$ cat src/rtl/rr_spreader_pkg.sv
package rr_spreader_pkg;
  localparam int CHIP_LEN = 5;
  localparam int CODE_CNT = 3;
  localparam int CNT_W = $clog2(CHIP_LEN);
  localparam int IDX_W = $clog2(CODE_CNT);

  localparam logic [CHIP_LEN-1:0] CODE_TBL [CODE_CNT] = '{5'b10110, 5'b10001, 5'b11110};

  typedef struct packed {
    logic             tick;
    logic             symEnd;
    logic             takeBit;
    logic [IDX_W-1:0] codeSel;
    logic [CNT_W-1:0] chipPos;
  } ctrlStrobe_t;
endpackage

$ cat src/rtl/rr_spreader_ctrl.sv
module rr_spreader_ctrl
  import rr_spreader_pkg::*;
(
  input  logic        clk,
  input  logic        rstN,
  input  logic        chipEn,
  output ctrlStrobe_t stb
);
  localparam logic [CNT_W-1:0] LAST_POS = CNT_W'(CHIP_LEN - 1);
  localparam logic [IDX_W-1:0] LAST_IDX = IDX_W'(CODE_CNT - 1);

  logic [CNT_W-1:0] chipCnt;
  logic [IDX_W-1:0] codeIdx;
  logic             atLast;

  assign atLast = (chipCnt == LAST_POS);

  always_ff @(posedge clk or negedge rstN) begin
    if (!rstN) begin
      chipCnt <= '0;
      codeIdx <= '0;
    end else if (chipEn) begin
      if (atLast) begin
        chipCnt <= '0;
        codeIdx <= (codeIdx == LAST_IDX) ? '0 : codeIdx + 1'b1;
      end else begin
        chipCnt <= chipCnt + 1'b1;
      end
    end
  end

  always_comb begin
    stb.tick    = chipEn;
    stb.symEnd  = chipEn & atLast;
    stb.takeBit = chipEn & atLast;
    stb.codeSel = codeIdx;
    stb.chipPos = chipCnt;
  end

  AST_POS_RANGE: assert property (@(posedge clk) disable iff (!rstN)
    chipCnt <= LAST_POS);

  AST_ROTATE: assert property (@(posedge clk) disable iff (!rstN)
    stb.symEnd |=> (codeIdx == (($past(codeIdx) == LAST_IDX) ? '0 : $past(codeIdx) + 1'b1)));

  AST_FROZEN: assert property (@(posedge clk) disable iff (!rstN)
    !chipEn |=> ($stable(chipCnt) && $stable(codeIdx)));
endmodule

$ cat src/rtl/rr_spreader_dp.sv
module rr_spreader_dp
  import rr_spreader_pkg::*;
(
  input  logic              clk,
  input  logic              rstN,
  input  ctrlStrobe_t       stb,
  input  logic              bitValid,
  input  logic              bitData,
  output logic signed [1:0] chipOut
);
  localparam logic [CNT_W-1:0] LAST_POS = CNT_W'(CHIP_LEN - 1);

  logic                encBit;
  logic [CODE_CNT-1:0] candBit;
  logic [CNT_W-1:0]    bitSel;
  logic                rawBit;

  assign bitSel = LAST_POS - stb.chipPos;

  for (genvar g = 0; g < CODE_CNT; g++) begin : gCand
    assign candBit[g] = CODE_TBL[g][bitSel];
  end

  always_comb begin
    rawBit = candBit[0];
    for (int i = 1; i < CODE_CNT; i++) begin
      if (stb.codeSel == IDX_W'(i)) rawBit = candBit[i];
    end
    chipOut = (rawBit ^ encBit) ? 2'sb11 : 2'sb01;
  end

  always_ff @(posedge clk or negedge rstN) begin
    if (!rstN) begin
      encBit <= 1'b0;
    end else if (stb.takeBit && bitValid) begin
      encBit <= encBit ^ bitData;
    end
  end

  AST_CHIP_LEGAL: assert property (@(posedge clk) disable iff (!rstN)
    (chipOut == 2'sb01) || (chipOut == 2'sb11));

  AST_UNDERRUN_HOLD: assert property (@(posedge clk) disable iff (!rstN)
    (stb.takeBit && !bitValid) |=> (encBit == $past(encBit)));

  AST_IDLE_HOLD: assert property (@(posedge clk) disable iff (!rstN)
    !stb.tick |=> $stable(chipOut));
endmodule

$ cat src/rtl/rr_dbpsk_spreader.sv
module rr_dbpsk_spreader
  import rr_spreader_pkg::*;
(
  input  logic              clk,
  input  logic              rstN,
  input  logic              chipEn,
  input  logic              bitValid,
  input  logic              bitData,
  output logic              bitReady,
  output logic signed [1:0] chipOut,
  output logic              symStart,
  output logic [IDX_W-1:0]  codeIdx,
  output logic              underrun
);
  ctrlStrobe_t stb;

  rr_spreader_ctrl uCtrl (
    .clk    (clk),
    .rstN   (rstN),
    .chipEn (chipEn),
    .stb    (stb)
  );

  rr_spreader_dp uDp (
    .clk      (clk),
    .rstN     (rstN),
    .stb      (stb),
    .bitValid (bitValid),
    .bitData  (bitData),
    .chipOut  (chipOut)
  );

  assign bitReady = stb.takeBit;
  assign symStart = stb.tick & (stb.chipPos == '0);
  assign codeIdx  = stb.codeSel;
  assign underrun = stb.takeBit & ~bitValid;

  AST_EDGE_EXCL: assert property (@(posedge clk) disable iff (!rstN)
    $onehot0({symStart, bitReady}));

  AST_UNDERRUN_CAUSE: assert property (@(posedge clk) disable iff (!rstN)
    underrun |-> (bitReady && !bitValid));
endmodule

$ cat config.mk
export PLATFORM = sky130hd
export DESIGN_NAME = rr_dbpsk_spreader
export DESIGN_NICKNAME = d
export VERILOG_FILES = /design/src/rtl/rr_spreader_pkg.sv /design/src/rtl/rr_spreader_ctrl.sv /design/src/rtl/rr_spreader_dp.sv /design/src/rtl/rr_dbpsk_spreader.sv
export SDC_FILE = /design/constraint.sdc
export NUM_CORES = 1
export LEC_CHECK = 0
export BUFFER_PORTS_ARGS = -buffer_cell sky130_fd_sc_hd__buf_2
export CORE_AREA = 3 3 40 42
export CTS_CLUSTER_SIZE = 40
export DETAILED_ROUTE_END_ITERATION = 7
export DIE_AREA = 0 0 43 45
export PLACE_DENSITY = 0.6
export SLEW_MARGIN = 20
export SYNTH_ARGS = -nofsm -noshare
export SYNTH_HDL_FRONTEND = slang
export SYNTH_HIERARCHICAL = 1
export SYNTH_SLANG_ARGS = --single-unit
$ cat constraint.sdc
create_clock -name clk -period 1.9 [get_ports clk]
set_input_delay 0.285 -clock clk [delete_from_list [all_inputs] [get_ports clk]]
set_output_delay 0.285 -clock clk [all_outputs]
set_load 0.1 [all_outputs]
==> summary.txt <==
STATUS
----------------------------------------------------------------------------------------
Run status                                                                  complete, but fails checks
Violations in the final reports                                             negative setup slack

FINISH
----------------------------------------------------------------------------------------
Post-route design area                                                           688 µm²
Fin util                                                                           0.536
Number of nets in the layout                                                          70
Proportion of layout cells with a drive suffix above 1                             0.610
Cell Count, Final, Fillers Out                                                        74
Number of antenna repair diodes                                                        0
Layout area overhead                                                               59.9%

LOGIC SYNTHESIS
----------------------------------------------------------------------------------------
Synthesized area per cell                                                       10.5 µm²
Post-Synthesis Net Count                                                              50
Netlist area before placement                                                    430 µm²
Post-Synthesis Cells                                                                  41
YS warnings                                                                            6

CRITICAL PATH
----------------------------------------------------------------------------------------
Critical Path AT                                                                 1660 ps
Highest net fanout along the worst path                                                2
Type of element capturing the critical path                                  output port
Data required time of the critical path                                          1620 ps
Max stage delay cell, worst path                                            sky130_fd_sc_hd__dfrtp_2
Sequence of cells on the critical path                                      inv_2, ha_1, xnor2_1, nand3_2, a21oi_4, xnor2_4, buf_12
Biggest cell delay along the critical path                                        360 ps
Critical path start-end classification                                           reg2out
Sort of element at the start of the critical path                               register

GRT
----------------------------------------------------------------------------------------
Number of antenna violations at the first check in global routing                      0
Number of global-route vias before repair                                            313
Global route total overflow                                                            0
Maximum number of pins on one net before global-route repair                           9
Global router's overall resource usage                                             0.102
First-pass GRT wire length                                                       1.37 mm

DETAILED ROUTING
----------------------------------------------------------------------------------------
DR vias                                                                              339
Routed length per placed instance                                                11.2 µm
Highest routed metal layer                                                          met4
TritonRoute pass-1 iters                                                               2
Initial DRC Count                                                                      3
Detailed-routed wire length on met3                                                35 µm
Met1 Wirelength                                                                   350 µm
DRC viols                                                                              0
Via density                                                                         4.58
Final wirelength                                                                  827 µm
Final ANT Viol Nets                                                                    0
Detailed route wirelength on metal2                                               425 µm

FLOORPLAN
----------------------------------------------------------------------------------------
Floorplan core area                                                          0.00128 mm²
DIE AREA                                                                     0.00194 mm²
Die W                                                                              43 µm
Top-level I/O count                                                                   12
Vertical die dimension                                                             45 µm
Effective utilization at floorplan                                                 0.335
Row Count                                                                             13

CLOCK TREE
----------------------------------------------------------------------------------------
Clock tree from TritonCTS                                                            yes
H-tree levels                                                                          1
Clock Sink Count                                                                       6
Max Buffers Root-to-Sink                                                               2
Num CTS Buffers                                                                        3
Worst-skew pair later-pin latency                                                 240 ps
Clock Root Buffer                                                           sky130_fd_sc_hd__clkbuf_4
Clock transition at the registers of the reported paths                            50 ps

PLACEMENT
----------------------------------------------------------------------------------------
Final weighted congestion in routability-driven placement                          0.652
Placed inst area                                                                 594 µm²
Placed Cells incl. Taps                                                               66
Buffers added on ports                                                                10
Half-perimeter wire length after placement                                        632 µm

STA
----------------------------------------------------------------------------------------
Post-route worst hold slack                                                       325 ps
F_max                                                                          0.515 GHz
Portion of the clock cycle consumed by the worst path in the final layout           1.02
Setup slack after layout                                                        -43.0 ps
RSZ-0062 raised after global routing                                                true
Final-report max-slew violation count                                                  0
Final worst path period need                                                     1940 ps
Number of hold-slack violations in the final timing report                             0
Number of endpoints failing setup at the final stage                                   1
Worst-case clock skew                                                            6.17 ps

WORST HOLD PATH
----------------------------------------------------------------------------------------
Hold Path Class                                                                   in2reg

RUN
----------------------------------------------------------------------------------------
# Max-Cap Violations                                                                   0

[final timing paths]
kind / from / to / slack (ps) / cells past startpoint
max: uCtrl/chipCnt[0] / chipOut[1] / -40 / 7
min: chipEn / uCtrl/chipCnt[1] / 330 / 2
max reg2reg: uCtrl/chipCnt[0] / uCtrl/codeIdx[0] / 430 / 6
min reg2reg: uDp/encBit / uDp/encBit / 600 / 1
max in group asynchronous: rstN / uCtrl/chipCnt[0] / 1330 / 2
min in group asynchronous: rstN / uCtrl/codeIdx[0] / 400 / 2
[cell usage in the layout (no fill, tap or decap), drive strengths merged]
cell and count:
nand2 1, nand3 2, inv 4, xnor2 4, o21ai 2, dfrtp 6, a22o 1, nand3b 1
clkbuf 3, buf 16, nor2 1, xor2 1, nor2b 3, a21bo 1, mux2 2, conb 1
a21oi 1, mux2i 1, or3b 1, nor4b 1, ha 4, dlygate4sd3 1, and3 1
[stage by stage]
stage / TNS, ps / setup slack [ps]
6_report: -43.0 / -43.0
5_1_grt: -139 / -139
4_1_cts: -86.5 / -86.5
3_5_place_dp: 0 / 82.6
3_3_place_gp: 0 / 109
2_1_floorplan: -459 / -421
[worst max-delay path: cells and delay by family (launching register included)]
family                     cells  cell delay (ps)
buffers and inverters          2              240
DFF                            1              360
and+or+nand+nor                1              110
adders and majority gates      1              200
AOI/OAI and AO/OA              1              170
xor gates and xnor gates       2              330
[routing by layer]
metal / vias to the layer above / GRT usage
li1: 173 / -
met1: 156 / 0.113
met2: 8 / 0.156
met3: 2 / 0.0359
met4: 0 / 0.0904
met5: - / 0
[flip-flops by register name, indices dropped and copies added, names as in the netlist]
register / cells
uCtrl/chipCnt: 3
uCtrl/codeIdx: 2
uDp/encBit: 1
[layout make-up]
type	instances	area (µm²)
multi-input combinational	29	327
inverter	4	17.5
sequential	6	153
clock buffer	3	22.5
fill	120	597
tap	15	18.8
timing repair buffer	17	150
[timing repair]
item                       in CTS  in global routing
hold endpoints to repair        6                  0
buffers inserted                0                  4
pin swaps                       4                  1
setup endpoints to repair       1                  2
hold buffers                    1                  0
gates resized for setup         8                  0
Power is left out: the tool's default activity adds up to more than one toggle a clock period on the data nets, which glitch-free logic cannot reach.
